<file path="config.mk">
export PLATFORM = sky130hd
export DESIGN_NAME = dac_seq_ctrl
export DESIGN_NICKNAME = d
export VERILOG_FILES = /design/src/rtl/dac_seq_pkg.sv /design/src/rtl/dac_req_fifo.sv /design/src/rtl/dac_refresh_tracker.sv /design/src/rtl/dac_seq_fsm.sv /design/src/rtl/dac_seq_ctrl.sv
export SDC_FILE = /design/constraint.sdc
export NUM_CORES = 1
export LEC_CHECK = 0
export BUFFER_PORTS_ARGS = -buffer_cell sky130_fd_sc_hd__buf_2
export CORE_MARGIN = 2
export CORE_UTILIZATION = 54
export CTS_CLUSTER_SIZE = 24
export DETAILED_ROUTE_END_ITERATION = 8
export PLACE_DENSITY = 0.75
export SYNTH_ARGS = -nofsm -noshare
export SYNTH_HDL_FRONTEND = slang
export SYNTH_SLANG_ARGS = --single-unit
</file>
<file path="constraint.sdc">
create_clock -name clk -period 2.25 [get_ports clk]
set_input_delay 0.1125 -clock clk [delete_from_list [all_inputs] [get_ports clk]]
set_output_delay 0.1125 -clock clk [all_outputs]
set_load 0.005 [all_outputs]
</file>
<file path="src/rtl/dac_seq_pkg.sv">
package dac_seq_pkg;
  typedef enum logic [2:0] {
    ST_SLEEP,
    ST_WAKE,
    ST_ISSUE,
    ST_BUSY,
    ST_DRAIN
  } seq_state_t;
endpackage

</file>
<file path="src/rtl/dac_req_fifo.sv">
module dac_req_fifo #(
  parameter int W = 13,
  parameter int DEPTH = 4,
  localparam int AW = (DEPTH > 1) ? $clog2(DEPTH) : 1,
  localparam int CW = $clog2(DEPTH + 1)
) (
  input  logic         clk,
  input  logic         rst_n,
  input  logic         push,
  input  logic [W-1:0] push_word,
  input  logic         pop,
  output logic [W-1:0] head,
  output logic         empty,
  output logic         full
);
  logic [W-1:0]  mem [DEPTH];
  logic [AW-1:0] wr_ptr, rd_ptr;
  logic [CW-1:0] count;

  function automatic logic [AW-1:0] nxt(input logic [AW-1:0] p);
    return (p == AW'(DEPTH - 1)) ? '0 : p + 1'b1;
  endfunction

  assign empty = (count == '0);
  assign full  = (count == CW'(DEPTH));
  assign head  = mem[rd_ptr];

  always_ff @(posedge clk) begin
    if (push) mem[wr_ptr] <= push_word;
  end

  always_ff @(posedge clk or negedge rst_n) begin
    if (!rst_n) begin
      wr_ptr <= '0;
      rd_ptr <= '0;
      count  <= '0;
    end else begin
      if (push) wr_ptr <= nxt(wr_ptr);
      if (pop)  rd_ptr <= nxt(rd_ptr);
      if (push && !pop)      count <= count + 1'b1;
      else if (pop && !push) count <= count - 1'b1;
    end
  end
endmodule

</file>
<file path="src/rtl/dac_refresh_tracker.sv">
module dac_refresh_tracker #(
  parameter int DATA_W = 12,
  parameter int NCH = 2,
  parameter int TMR_W = 16,
  localparam int CH_W = (NCH > 1) ? $clog2(NCH) : 1
) (
  input  logic                          clk,
  input  logic                          rst_n,
  input  logic                          issue,
  input  logic                          issue_new,
  input  logic [CH_W-1:0]               issue_chan,
  input  logic [DATA_W-1:0]             issue_data,
  input  logic [TMR_W-1:0]              period,
  output logic [NCH-1:0]                due,
  output logic [NCH-1:0][DATA_W-1:0]    last_code
);
  for (genvar c = 0; c < NCH; c++) begin : g_ch
    logic [TMR_W-1:0] age;
    logic             seen;
    logic             hit;

    assign hit    = issue && (issue_chan == CH_W'(c));
    assign due[c] = seen && (period != '0) && (age >= period);

    always_ff @(posedge clk or negedge rst_n) begin
      if (!rst_n) begin
        age          <= '0;
        seen         <= 1'b0;
        last_code[c] <= '0;
      end else begin
        if (hit)             age <= '0;
        else if (age != '1)  age <= age + 1'b1;
        if (hit && issue_new) begin
          seen         <= 1'b1;
          last_code[c] <= issue_data;
        end
      end
    end
  end
endmodule

</file>
<file path="src/rtl/dac_seq_fsm.sv">
module dac_seq_fsm
  import dac_seq_pkg::*;
#(
  parameter int CELL_LAT = 25,
  parameter int START_W = 8,
  localparam int LAT_W = $clog2(CELL_LAT),
  localparam int CNT_W = (START_W > LAT_W) ? START_W : LAT_W,
  localparam int EARLY_LAST = CELL_LAT - 3,
  localparam int TAIL_LAST = 1
) (
  input  logic               clk,
  input  logic               rst_n,
  input  logic               have_work,
  input  logic [START_W-1:0] cfg_startup,
  input  logic               cfg_max_speed,
  input  logic               cell_eoc,
  output logic               issue,
  output logic               cell_en,
  output logic               asleep,
  output logic               eoc_flag
);
  seq_state_t       st;
  logic [CNT_W-1:0] cnt;
  logic [2:0]       eoc_dly;

  assign issue    = (st == ST_ISSUE) && have_work;
  assign cell_en  = (st != ST_SLEEP);
  assign asleep   = (st == ST_SLEEP);
  assign eoc_flag = cfg_max_speed ? eoc_dly[2] : eoc_dly[0];

  always_ff @(posedge clk or negedge rst_n) begin
    if (!rst_n) begin
      st      <= ST_SLEEP;
      cnt     <= '0;
      eoc_dly <= '0;
    end else begin
      eoc_dly <= {eoc_dly[1:0], cell_eoc};
      unique case (st)
        ST_SLEEP: if (have_work) begin
          st  <= ST_WAKE;
          cnt <= '0;
        end
        ST_WAKE: begin
          if (cnt >= CNT_W'(cfg_startup)) st <= ST_ISSUE;
          else                            cnt <= cnt + 1'b1;
        end
        ST_ISSUE: begin
          cnt <= '0;
          if (have_work)          st <= ST_BUSY;
          else if (cfg_max_speed) st <= ST_DRAIN;
          else                    st <= ST_SLEEP;
        end
        ST_BUSY: begin
          if (cfg_max_speed) begin
            if (cnt == CNT_W'(EARLY_LAST)) st <= ST_ISSUE;
            else                           cnt <= cnt + 1'b1;
          end else if (cell_eoc) begin
            st <= ST_ISSUE;
          end
        end
        ST_DRAIN: begin
          if (cnt == CNT_W'(TAIL_LAST)) st <= ST_SLEEP;
          else                          cnt <= cnt + 1'b1;
        end
        default: st <= ST_SLEEP;
      endcase
    end
  end
endmodule

</file>
<file path="src/rtl/dac_seq_ctrl.sv">
module dac_seq_ctrl #(
  parameter int DATA_W = 12,
  parameter int NCH = 2,
  parameter int FIFO_DEPTH = 4,
  parameter int START_W = 8,
  parameter int REF_W = 16,
  parameter int CELL_LAT = 25,
  localparam int CH_W = (NCH > 1) ? $clog2(NCH) : 1,
  localparam int WORD_W = DATA_W + CH_W
) (
  input  logic              clk,
  input  logic              rst_n,
  input  logic              in_valid,
  output logic              in_ready,
  input  logic [DATA_W-1:0] in_data,
  input  logic [CH_W-1:0]   in_chan,
  input  logic [START_W-1:0] cfg_startup,
  input  logic              cfg_fast_wake,
  input  logic              cfg_max_speed,
  input  logic [REF_W-1:0]  cfg_refresh,
  output logic              cell_en,
  output logic              cell_stby,
  output logic              conv_start,
  output logic [CH_W-1:0]   conv_chan,
  output logic [DATA_W-1:0] conv_data,
  input  logic              cell_eoc,
  output logic              eoc_flag
);
  logic [WORD_W-1:0]             q_head;
  logic                          q_empty, q_full;
  logic [NCH-1:0]                ref_due;
  logic [NCH-1:0][DATA_W-1:0]    ref_code;
  logic                          sel_ok, sel_new, asleep;

  assign in_ready = !q_full;

  dac_req_fifo #(.W(WORD_W), .DEPTH(FIFO_DEPTH)) u_fifo (
    .clk(clk), .rst_n(rst_n),
    .push(in_valid && !q_full), .push_word({in_chan, in_data}),
    .pop(conv_start && sel_new),
    .head(q_head), .empty(q_empty), .full(q_full)
  );

  always_comb begin
    sel_ok    = 1'b0;
    sel_new   = 1'b0;
    conv_chan = '0;
    conv_data = '0;
    if (!q_empty) begin
      sel_ok    = 1'b1;
      sel_new   = 1'b1;
      conv_chan = q_head[DATA_W +: CH_W];
      conv_data = q_head[DATA_W-1:0];
    end else begin
      for (int c = 0; c < NCH; c++) begin
        if (!sel_ok && ref_due[c]) begin
          sel_ok    = 1'b1;
          conv_chan = CH_W'(c);
          conv_data = ref_code[c];
        end
      end
    end
  end

  dac_refresh_tracker #(.DATA_W(DATA_W), .NCH(NCH), .TMR_W(REF_W)) u_refresh (
    .clk(clk), .rst_n(rst_n),
    .issue(conv_start), .issue_new(sel_new),
    .issue_chan(conv_chan), .issue_data(conv_data),
    .period(cfg_refresh), .due(ref_due), .last_code(ref_code)
  );

  dac_seq_fsm #(.CELL_LAT(CELL_LAT), .START_W(START_W)) u_fsm (
    .clk(clk), .rst_n(rst_n),
    .have_work(sel_ok), .cfg_startup(cfg_startup),
    .cfg_max_speed(cfg_max_speed), .cell_eoc(cell_eoc),
    .issue(conv_start), .cell_en(cell_en), .asleep(asleep),
    .eoc_flag(eoc_flag)
  );

  assign cell_stby = asleep && cfg_fast_wake;
endmodule

</file>
# ---- Yosys cells after proc, flatten, opt, wreduce, memory -nomap -nowiden
# Memories as Yosys holds them, arrays and structs flattened.
# Cells that the tools add are included.
dict set report classes {
  n_addsub 7
  multipliers 0
  div 0
  order_cmp 3
  eq_ne 20
  shifts 0
  muxes 36
  bitwise_logic 1
  reduce_logical 29
}
# op count
set op_table {}
lappend op_table {{two-way mux 16 bit} 4}
lappend op_table {{two-way mux 8 bit} 5}
lappend op_table {{one-hot mux 8 bit (5 select lines)} 1}
lappend op_table {{two-way mux 12 bit} 3}
lappend op_table {{adder 16 x 1 -> 16 bit (second input constant)} 2}
lappend op_table {{>= comparator 16 bit} 2}
lappend op_table {{inequality test 16 bit (second input constant)} 2}
lappend op_table {{two-way mux 3 bit} 10}
lappend op_table {{nonzero test 16 bit} 1}
lappend op_table {{logical AND 1 bit} 15}
lappend op_table {{one-hot mux 3 bit (5 select lines)} 1}
lappend op_table {{two-way mux 1 bit} 10}
lappend op_table {{adder 8 x 1 -> 8 bit (second input constant)} 1}
lappend op_table {{equality test 8 x 1 -> 1 bit (second input constant)} 1}
lappend op_table {{equality test 8 x 5 -> 1 bit (second input constant)} 1}
lappend op_table {{>= comparator 8 bit} 1}
lappend op_table {{inequality test 2 bit (second input constant)} 4}
lappend op_table {{equality test 3 x 2 -> 1 bit (second input constant)} 2}
lappend op_table {{equality test 3 bit (second input constant)} 2}
lappend op_table {{logical NOT 3 bit} 2}
lappend op_table {{inequality test 2 x 1 -> 1 bit (second input constant)} 3}
lappend op_table {{AND reduction 6 bit} 1}
lappend op_table {{nonzero test 2 bit} 3}
lappend op_table {{AND reduction 5 bit} 1}
lappend op_table {{other kinds (12)} 18}
dict set report word_totals {
  register_bits 79
  latch_bits 0
  ram_bits 52
  mem_bits_ro 0
  elab_cells 109
  mem_count 1
}
# name words width read_ports rd_clocked_by_memory_dff wr line_no
set mem_list {}
lappend mem_list {u_fifo.mem 4 13 1 0 1 dac_req_fifo.sv:16} ;# logic [W-1:0] mem [DEPTH];

# ---- Longest topological paths before layout
# Gate-level depths: netlist of run 1.
dict set report depth {
  ltp_word 14
  ltp_mapped 10
  ltp_nobuf 9
}

# ---- Modules after synthesis
# From an unflattened synthesis of run 1, not the netlist that was laid out.
dict set report unflattened {
  hier_cells 602
  hier_area_um2 7164.4
}
# module n_inst cells_each area_each_um2 seq_area_each_um2
set modules_own_cells {}
lappend modules_own_cells {dac_refresh_tracker 1 325 3438.3 1451.4}
lappend modules_own_cells {dac_req_fifo 1 105 2322.2 1736.7}
lappend modules_own_cells {dac_seq_fsm 1 110 1059.8 350.3}
lappend modules_own_cells {dac_seq_ctrl 1 62 344.1 0.0}

# ---- Worst setup path before layout of run 1
# No wires, ideal clock.
dict set report synth_timing {
  path_kind {register -> register}
  from {reg u_refresh.g_ch[1].age[0]}
  to {reg u_refresh.last_code[4] (netlist name)}
  setup_time_ps 125
  arrival_time_ps 2355
  slack_ps -229
  stages_incl_launch_ff 11
  path_cell_list {dfrtp_1 > inv_1 > ha_1 > nand2b_1 > a2111oi_2 > o311ai_1 > o311a_1 > and2_4 > buf_6 > a21o_1 > mux2_2}
}
# element line_no
set synth_lines {}
lappend synth_lines {{start: declaration} dac_refresh_tracker.sv:18} ;# logic [TMR_W-1:0] age;
lappend synth_lines {{start signal: assignment} dac_refresh_tracker.sv:32} ;# else if (age != '1) age <= age + 1'b1;
lappend synth_lines {{>= comparator 16 bit} dac_refresh_tracker.sv:23} ;# assign due[c] = seen && (period != '0) && (age >= period);
lappend synth_lines {{logical AND 1 bit} dac_refresh_tracker.sv:23}
lappend synth_lines {{logical AND 1 bit} dac_seq_ctrl.sv:56} ;# if (!sel_ok && ref_due[c]) begin
lappend synth_lines {{two-way mux 12 bit} dac_seq_ctrl.sv:56}
lappend synth_lines {{two-way mux 12 bit} dac_seq_ctrl.sv:49} ;# if (!q_empty) begin
lappend synth_lines {{net conv_data[4]} dac_seq_ctrl.sv:25} ;# output logic [DATA_W-1:0] conv_data,
lappend synth_lines {{end signal: indexed assignment} dac_refresh_tracker.sv:35} ;# last_code[c] <= issue_data;
lappend synth_lines {{end: declaration} dac_refresh_tracker.sv:15} ;# output logic [NCH-1:0][DATA_W-1:0] last_code
# The timed path passes the listed nets, and every way through them passes these cells.
# A chain may end at the register's enable or synchronous reset.

# ---- Worst setup path after layout of run 1
dict set report layout_timing {
  from {reg u_refresh.g_ch[0].age[13]}
  to {out conv_data[1]}
}
dict set report layout_between {
  elab_chain_cells 8
}
# element line_no
set layout_lines {}
lappend layout_lines {{start: declaration} dac_refresh_tracker.sv:18}
lappend layout_lines {{start signal: assignment} dac_refresh_tracker.sv:32}
lappend layout_lines {{>= comparator 16 bit *} dac_refresh_tracker.sv:23}
lappend layout_lines {{logical AND 1 bit *} dac_refresh_tracker.sv:23}
lappend layout_lines {{two-way mux 1 bit} dac_seq_ctrl.sv:56}
lappend layout_lines {{two-way mux 1 bit} dac_seq_ctrl.sv:49}
lappend layout_lines {{logical NOT 1 bit} dac_seq_ctrl.sv:56}
lappend layout_lines {{logical AND 1 bit} dac_seq_ctrl.sv:56}
lappend layout_lines {{two-way mux 12 bit *} dac_seq_ctrl.sv:56}
lappend layout_lines {{two-way mux 12 bit *} dac_seq_ctrl.sv:49}
lappend layout_lines {{end: declaration} dac_seq_ctrl.sv:25}
# Every way passes the cells marked *; elsewhere a longest branch is shown, timed or not. The select of a mux whose other input is x is not followed.

==> impl_results.md, run 1 <==
* Hold Startpoint: cfg_max_speed
* Synth area leaders: dfrtp_1, edfxtp_1, ha_1, mux2_2, mux4_2
* Reg2reg start: u_refresh.g_ch[0].age[13]
* Vias in the first global route at 5,636
* Gate power share at 46.0%
* Fin crit period at 2.94 ns
* DR vias at 5,628
* Final cycle utilization of the critical path at 131%
* Worst Tran Pin Value at 0.642 ns
* Leak pwr at 4.36 nW
* FF+latch count, synth at 131
* CP Cell Sequence: ha_4 -> nand4_1 -> buf_6 -> nor4_4 -> a22oi_2 -> buf_4 -> a211oi_4 -> buf_12 -> a22o_1 -> a21o_1 -> buf_2
* WL per Instance at 19.5 um
* Sw Pwr at 4.23 mW
* P_int at 7.57 mW
* H-tree Lvls at 4
* Critical path capture point type: primary output
* RD Place Congestion at 0.850
* CTS tree: done
* Syn_area_per_cell at 11.7 sq um
* CP required at 2.14 ns
* Top Ports at 61
* Most common cell in the netlist: dfrtp_1
* Fraction of layout cells with a size suffix above 1 at 40.5%
* Most instantiated cells after synthesis: dfrtp_1, nor2_1, edfxtp_1
* Setup WS post-layout at -0.686 ns
* Worst-case clock buffer depth at 2
* Fmax at 341 MHz
* Initial antenna violation count at 0
* Final Util at 77.0%
* Number of nets in the layout at 877
* Synthesized area at 0.00688 sq mm
* Met2 wire len at 9600 um
* Dpl ws at -0.550 ns
* Fin Clk Skew at 0.0106 ns
* Count of cell types in the netlist at 56
* Root Driver: clkbuf_16
* Slew margin rel. at 56.8%
* Post-Syn Instances at 587
* Asr flop ratio synth at 60.3%
* VDD IR max at 0.000726 V
* GRT Util Overall at 27.2%
* Endpoints failing hold at 0
* Largest net degree at the start of global routing at 49
* Fillers at 694
* DIE WIDTH at 117 um
* Status: finished, violations left
* Crit path from: u_refresh.g_ch[0].age[13]
* Core Box Area at 0.0125 sq mm
* Skew-Pair Late Insertion Delay at 0.42 ns
* DRT Wirelength at 18,800 um
* CTS Buf Count at 17
* Die footprint at 0.0137 sq mm
* Setup TNS at -28.54 ns
* Post-DRT Antenna Nets at 0
* Remaining Overflow, GRT at 0
* Failing checks: negative setup slack
* Post-synth EDFFs at 52
* Clock Power Share at 23.6%
* Pwr Density at 1220 mW/mm^2
* Row cnt at 41
* Die Span Y at 117 um
* CTS clk-pin slew, worst paths at 0.07 ns
* IO buf count at 60
* Fin Hold WS at 0.0741 ns
* # diodes at 0
* Highest layer used for signal routing: met4
* CP max stage delay at 0.41 ns
* Area leader, netlist: dfrtp_1
* Top_reg_cell synth: dfrtp_1
* Share of the synthesized area in the top cell type at 28.7%
* CTS Sinks at 131
* WS Path Type: flip-flop to primary output
* Initial Util at 55.0%
* Max Slew Vio Count at 0
* Synth warn at 0
* Switching Fraction at 35.8%
* Via/cell ratio at 5.82
* Max-cap violations at 0
* Syn_nets at 682
* Wl on met1 at 7500 um
* Seq/Total Area, Yosys at 51.4%
* Worst Path Max Fanout at 12
* HP Class: input pin to flip-flop
* RSZ-0062 raised after global routing: yes
* Final setup violation count at 81
* Crit-path slowest cell: dfrtp_1
* Initial drt markers at 378
* Reg power frac at 30.4%
* # DRC at 0
* Post-synthesis to final-layout area growth at 40.1%
* Worst endpoint data arrival time at 2.82 ns
* Worst Setup Start Kind: flip-flop
* DP HPWL at 11,100 um
* First-pass GRT wire length at 28,200 um
* Drt first pass iters at 5
* Detail Route met3 WL at 943 um
-- path summary, 6_finish.rpt --
kind	slack, ns	to	depth (start not counted)
min in group asynchronous	0.19	u_refresh.g_ch[0].age[15]	2
worst max register to register	-0.48	u_refresh.last_code[18]	12
worst max-delay path	-0.69	conv_data[1]	11
max in group asynchronous	1.44	u_refresh.last_code[5]	3
worst min-delay path	0.07	u_fsm.st[2]	3
worst min register to register	0.36	u_fsm.eoc_dly[2]	0
-- cells in the final DEF, fill, tap and decap left out, types with 5 or more instances in the layout --
| cell type | Yosys | routed |
|---|---|---|
| xnor2_1 | 16 | 16 |
| nand3_1 | 22 | 21 |
| buf_2 | 7 | 57 |
| inv_8 | 0 | 6 |
| mux2_4 | 0 | 16 |
| inv_6 | 0 | 5 |
| buf_4 | 0 | 96 |
| nand4_1 | 11 | 11 |
| a22o_1 | 12 | 12 |
| nor4_1 | 8 | 7 |
| dfrtp_1 | 79 | 79 |
| buf_6 | 2 | 17 |
| nor2_2 | 0 | 17 |
| o22a_1 | 5 | 5 |
| mux2_2 | 26 | 10 |
| a31oi_1 | 5 | 5 |
| nand2_1 | 28 | 28 |
| ha_4 | 0 | 12 |
| nand2b_1 | 7 | 5 |
| a21o_1 | 19 | 19 |
| o21ai_0 | 20 | 17 |
| nor2_1 | 54 | 29 |
| nor3_1 | 23 | 15 |
| buf_12 | 0 | 5 |
| nor3_4 | 0 | 5 |
| ha_1 | 51 | 39 |
| inv_1 | 39 | 38 |
| xor2_1 | 11 | 11 |
| and3_1 | 10 | 10 |
| mux4_2 | 13 | 13 |
| nor2_4 | 0 | 8 |
| clkbuf_16 | 0 | 18 |
| a21oi_1 | 12 | 10 |
| dlygate4sd3_1 | 0 | 15 |
| edfxtp_1 | 52 | 52 |
-- power groups by stage --
stage	combinational (mW)	sequential, mW	clock, mW
floorplan	2.62	3.56	0
global placement	4.06	3.52	0
detailed placement	4.26	3.56	0
CTS	4.89	3.55	2.78
global route	5.88	3.64	2.93
finish	5.42	3.59	2.78
-- registers in the layout, indices dropped and copies added (netlist names) --
name and cells:
u_fifo.wr_ptr 2, u_refresh.g_ch.seen 2, u_fsm.cnt 8, u_fifo.count 3
u_fifo.rd_ptr 2, u_fifo.mem 52, u_fsm.st 3, u_refresh.last_code 24
u_refresh.g_ch.age 32, u_fsm.eoc_dly 3
-- per-layer routing --
metal,vias up,track usage (%)
li1,2549,-
met1,2787,33.8
met2,224,46.3
met3,68,6.39
met4,0,10.9
met5,-,0
-- worst max-delay path, delay by kind of cell, from the launching register on --
family | cells | cell delay, ns
compound gates | 4 | 0.68
fa+ha+maj | 1 | 0.28
simple gates | 2 | 0.36
flops | 1 | 0.41
buf+inv | 4 | 0.65
-- layout make-up --
type | count | area, sq um | share of cell area [%]
Clock buffer | 18 | 429 | 4.45
Clock inverter | 14 | 158 | 1.64
Inverter | 39 | 146 | 1.52
Multi-Input combinational cell | 402 | 3680 | 38.2
Sequential cell | 131 | 3540 | 36.7
Tap cell | 172 | 215 | 2.23
Timing Repair Buffer | 191 | 1470 | 15.3
-- per-stage QoR --
stage               instance area, sq um  power [mW]  instances
floorplan                           6980        6.18        587
global placement                    8150        7.58        892
detailed placement                  8150        7.82        892
CTS                                 9370        11.2        958
global route                        9640        12.4        967
finish                              9640        11.8        967
-- timing repair --
| item | 4_1_cts | 5_1_grt |
|---|---|---|
| hold buffers | 15 | 0 |
| pin swaps | 50 | 19 |
| gates cloned | 2 | 1 |
| buffers inserted | 19 | 8 |
| hold endpoints to repair | 84 | 0 |
| setup endpoints to repair | 79 | 83 |
| resized for setup | 67 | 42 |
-- cell families (layout without fill, tap and decap cells) --
kind of cell               count (synthesis)  in the layout  synth area share [%]
DFF                                      131            131                  51.4
and+or+nand+nor                          189            189                  14.0
AOI/OAI and AO/OA                         91             92                  9.29
muxes                                     42             42                  8.95
xor gates and xnor gates                  27             27                  3.44
buffers and inverters                     55            262                  3.35
adders and majority gates                 52             52                  9.57
Note: power is estimated with default switching activity, not from simulation.
==> run 2, diff against run 1 <==
- CORE_UTILIZATION: 54 -> 60
- PLACE_DENSITY: 0.75 -> 0.79
- clock period: 2.25 -> 2.95 ns (I/O delays scaled with it)
==> run 2 against run 1 <==
Net effect: the run now ends clean; die area down 9.7%; cell area down 13%; clock-buffer cell count unchanged; register-to-register slack better by 0.66 ns; sequential power down 19%; via count down 10%; critical path depth down 2; first-iteration DRC count up 9.3%; worst hold slack worse by 0.015 ns; critical path type unchanged; largest cell class is now flip-flops and latches.
==> impl_results.md, run 2 (synthesis results as in run 1) <==
* Status: completed (was finished, violations left)
* Final cycle utilization of the critical path at 99.4%
* DIE WIDTH at 111 um (was 117 um)
* Met2 usage at 46.5% (was 46.3%)
* CP required at 2.80 ns (was 2.14 ns)
* Root Driver: clkbuf_16 (unchanged)
* Post-synthesis to final-layout area growth at 22.1% (was 40.1%)
* Worst-case clock buffer depth at 2 (unchanged)
* Skew-Pair Late Insertion Delay at 0.42 ns (about the same)
* Grt peak-use layer: met2 (unchanged)
* Critical path capture point type: primary output (unchanged)
* Max Slew Vio Count at 0 (unchanged)
* Number of nets in the layout at 791 (was 877)
* IO buf count at 60 (unchanged)
* CTS clk-pin slew, worst paths at 0.06 ns (was 0.07 ns)
* Worst hold stages at 3 (unchanged)
* WL per Instance at 19.2 um (was 19.5 um)
* # diodes at 0 (unchanged)
* Die Span Y at 111 um (was 117 um)
* RR Endpoint: u_refresh.g_ch[1].age[14] (was u_refresh.last_code[18])
* CP Cell Sequence: ha_4 -> nand4_1 -> nor4_2 -> a22oi_2 -> a211oi_2 -> buf_4 -> a22o_1 -> a21o_1 -> buf_2 (was ha_4 -> nand4_1 -> buf_6 -> nor4_4 -> a22oi_2 -> buf_4 -> a211oi_4 -> buf_12 -> a22o_1 -> a21o_1 -> buf_2)
* Hold Startpoint: cfg_max_speed (unchanged)
* Fin crit period at 2.93 ns
* DRT Wirelength at 16,300 um (was 18,800 um)
* Endpoints failing hold at 0 (unchanged)
* Largest net degree at the start of global routing at 80 (was 49)
* Slew margin rel. at 33.1% (was 56.8%)
* Fmax at 341 MHz
* Fraction of layout cells with a size suffix above 1 at 27.5% (was 40.5%)
* Initial antenna violation count at 0 (unchanged)
* RSZ-0062 raised after global routing: yes (unchanged)
* H-tree Lvls at 4 (unchanged)
* DR vias at 5,057 (was 5,628)
* Initial drt markers at 413 (was 378)
* Final setup violation count at 0 (was 81)
* Die footprint at 0.0123 sq mm (was 0.0137 sq mm)
* Worst endpoint data arrival time at 2.79 ns (was 2.82 ns)
* Largest reg by FF count: u_fifo.mem (unchanged)
* Core Box Area at 0.0113 sq mm (was 0.0125 sq mm)
* CTS Buf Count at 17 (unchanged)
* Biggest regs: u_fifo.mem (52), u_refresh.g_ch.age (32), u_refresh.last_code (24) (unchanged)
* R2R Setup Slk at 0.18 ns (was -0.48 ns)
* GRT Util Overall at 26.3% (was 27.2%)
* Initial Util at 60.8% (was 55.0%)
* GR Util met1 at 32.1% (was 33.8%)
* Worst Path Max Fanout at 6 (was 12)
* DP HPWL at 10,000 um (was 11,100 um)
* Reg2reg start: u_refresh.g_ch[0].age[14] (was u_refresh.g_ch[0].age[13])
* CTS Sinks at 131 (unchanged)
* Worst Tran Pin Value at 1.00 ns (was 0.642 ns)
* RD Place Congestion at 0.887 (was 0.850)
* VDD IR max at 0.00100 V (was 0.000726 V)
* WS Path Type: flip-flop to primary output (unchanged)
* First-pass GRT wire length at 25,400 um (was 28,200 um)
* Grt met3 use at 6.18% (was 6.39%)
* Power after layout at 7.81 mW (was 11.8 mW)
* Crit-path slowest cell: dfrtp_1 (unchanged)
* Max FFs per register at 52 (unchanged)
* Row cnt at 39 (was 41)
* Via/cell ratio at 5.94 (was 5.82)
* Hold endpoint: u_fsm.st[2] (unchanged)
* Leak pwr at 3.77 nW (was 4.36 nW)
* Reg2reg path depth at 10 (was 12)
* Worst Setup Start Kind: flip-flop (unchanged)
* Commonest non-fill, non-tap cells in the layout: dfrtp_1, buf_2, nor2_1 (was buf_4, dfrtp_1, buf_2)
* Post-DRT Antenna Nets at 0 (unchanged)
* CTS tree: done (unchanged)
* # DRC at 0 (unchanged)
* Commonest non-fill, non-tap cell in the layout: dfrtp_1 (was buf_4)
* Remaining Overflow, GRT at 0 (unchanged)
* Max-cap violations at 0 (unchanged)
* CP max stage delay at 0.45 ns (was 0.41 ns)
* Vias in the first global route at 5,039 (was 5,636)
* Drt first pass iters at 5 (unchanged)
* Setup WS post-layout at 0.0166 ns (was -0.686 ns)
* Setup TNS at 0 ns (was -28.54 ns)
* Pwr Density at 929 mW/mm^2 (was 1220 mW/mm^2)
* Top Ports at 61 (unchanged)
* HP Class: input pin to flip-flop (unchanged)
* Dpl ws at 0.276 ns (was -0.550 ns)
* Fin Clk Skew at 0.00803 ns (was 0.0106 ns)
run 2: through the flow:
| step | utilization (%) | hold slack (ns) | cell area, sq um | std cells |
|---|---|---|---|---|
| finish | 74.2 | 0.0588 | 8400 | 852 |
| global route | 74.2 | 0.0831 | 8400 | 852 |
| CTS | 71.4 | 0.0513 | 8090 | 829 |
| detailed placement | 64.8 | 0.281 | 7330 | 781 |
| global placement | 64.8 | 0.273 | 7330 | 781 |
| floorplan | - | -0.148 | 6880 | 587 |
run 2: worst max-delay path, delay by kind of cell (launching register included):
kind / cells / cell delay (ns)
compound gates: 4 / 0.74
simple gates: 2 / 0.51
flops: 1 / 0.45
buf+inv: 2 / 0.35
fa+ha+maj: 1 / 0.31
run 2: area by class of cell:
cell class,instances,area [sq um]
sequential,131,3550
clock inverter,14,165
clock buffer,18,429
tap,143,179
multi-input combinational,402,3250
timing repair buffer,105,678
inverter,39,146
fill,735,2920
run 2: worst max path at each step:
stage / from / cells after the start / endpoint
after floorplan: u_refresh.g_ch[1].age[0] / 10 / u_refresh.last_code[4]
after global placement: u_refresh.g_ch[1].age[0] / 9 / u_fsm.cnt[3]
after detailed placement: u_refresh.g_ch[1].age[0] / 9 / u_fsm.cnt[3]
after CTS: u_refresh.g_ch[1].age[6] / 8 / conv_data[8]
after global routing: u_refresh.g_ch[0].age[14] / 9 / conv_data[8]
final: u_refresh.g_ch[0].age[14] / 9 / conv_data[11]
run 2: timing repair:
item / CTS / global route
endpoints found under the hold margin: 132 / 0
hold buffers: 15 / 0
cloned: 1 / 1
setup buffers: 0 / 22
endpoints found under the setup margin: 1 / 13
pin swaps: 1 / 26
resized for setup: 2 / 28
run 2: per-layer routing:
metal / share of wire, % / up-vias
met3: 4.2 / 41
met2: 53 / 142
met1: 41 / 2496
met5: 0 / -
li1: - / 2378
met4: 2.7 / 0
run 2: power by group:
group          leakage [nW]  switching, mW  total (mW)  internal (mW)
Combinational          2.02           1.40        2.78           1.38
Clock                 0.292          0.861        2.13           1.27
Sequential             1.46          0.467        2.90           2.43
Total                  3.77           2.72        7.81           5.09
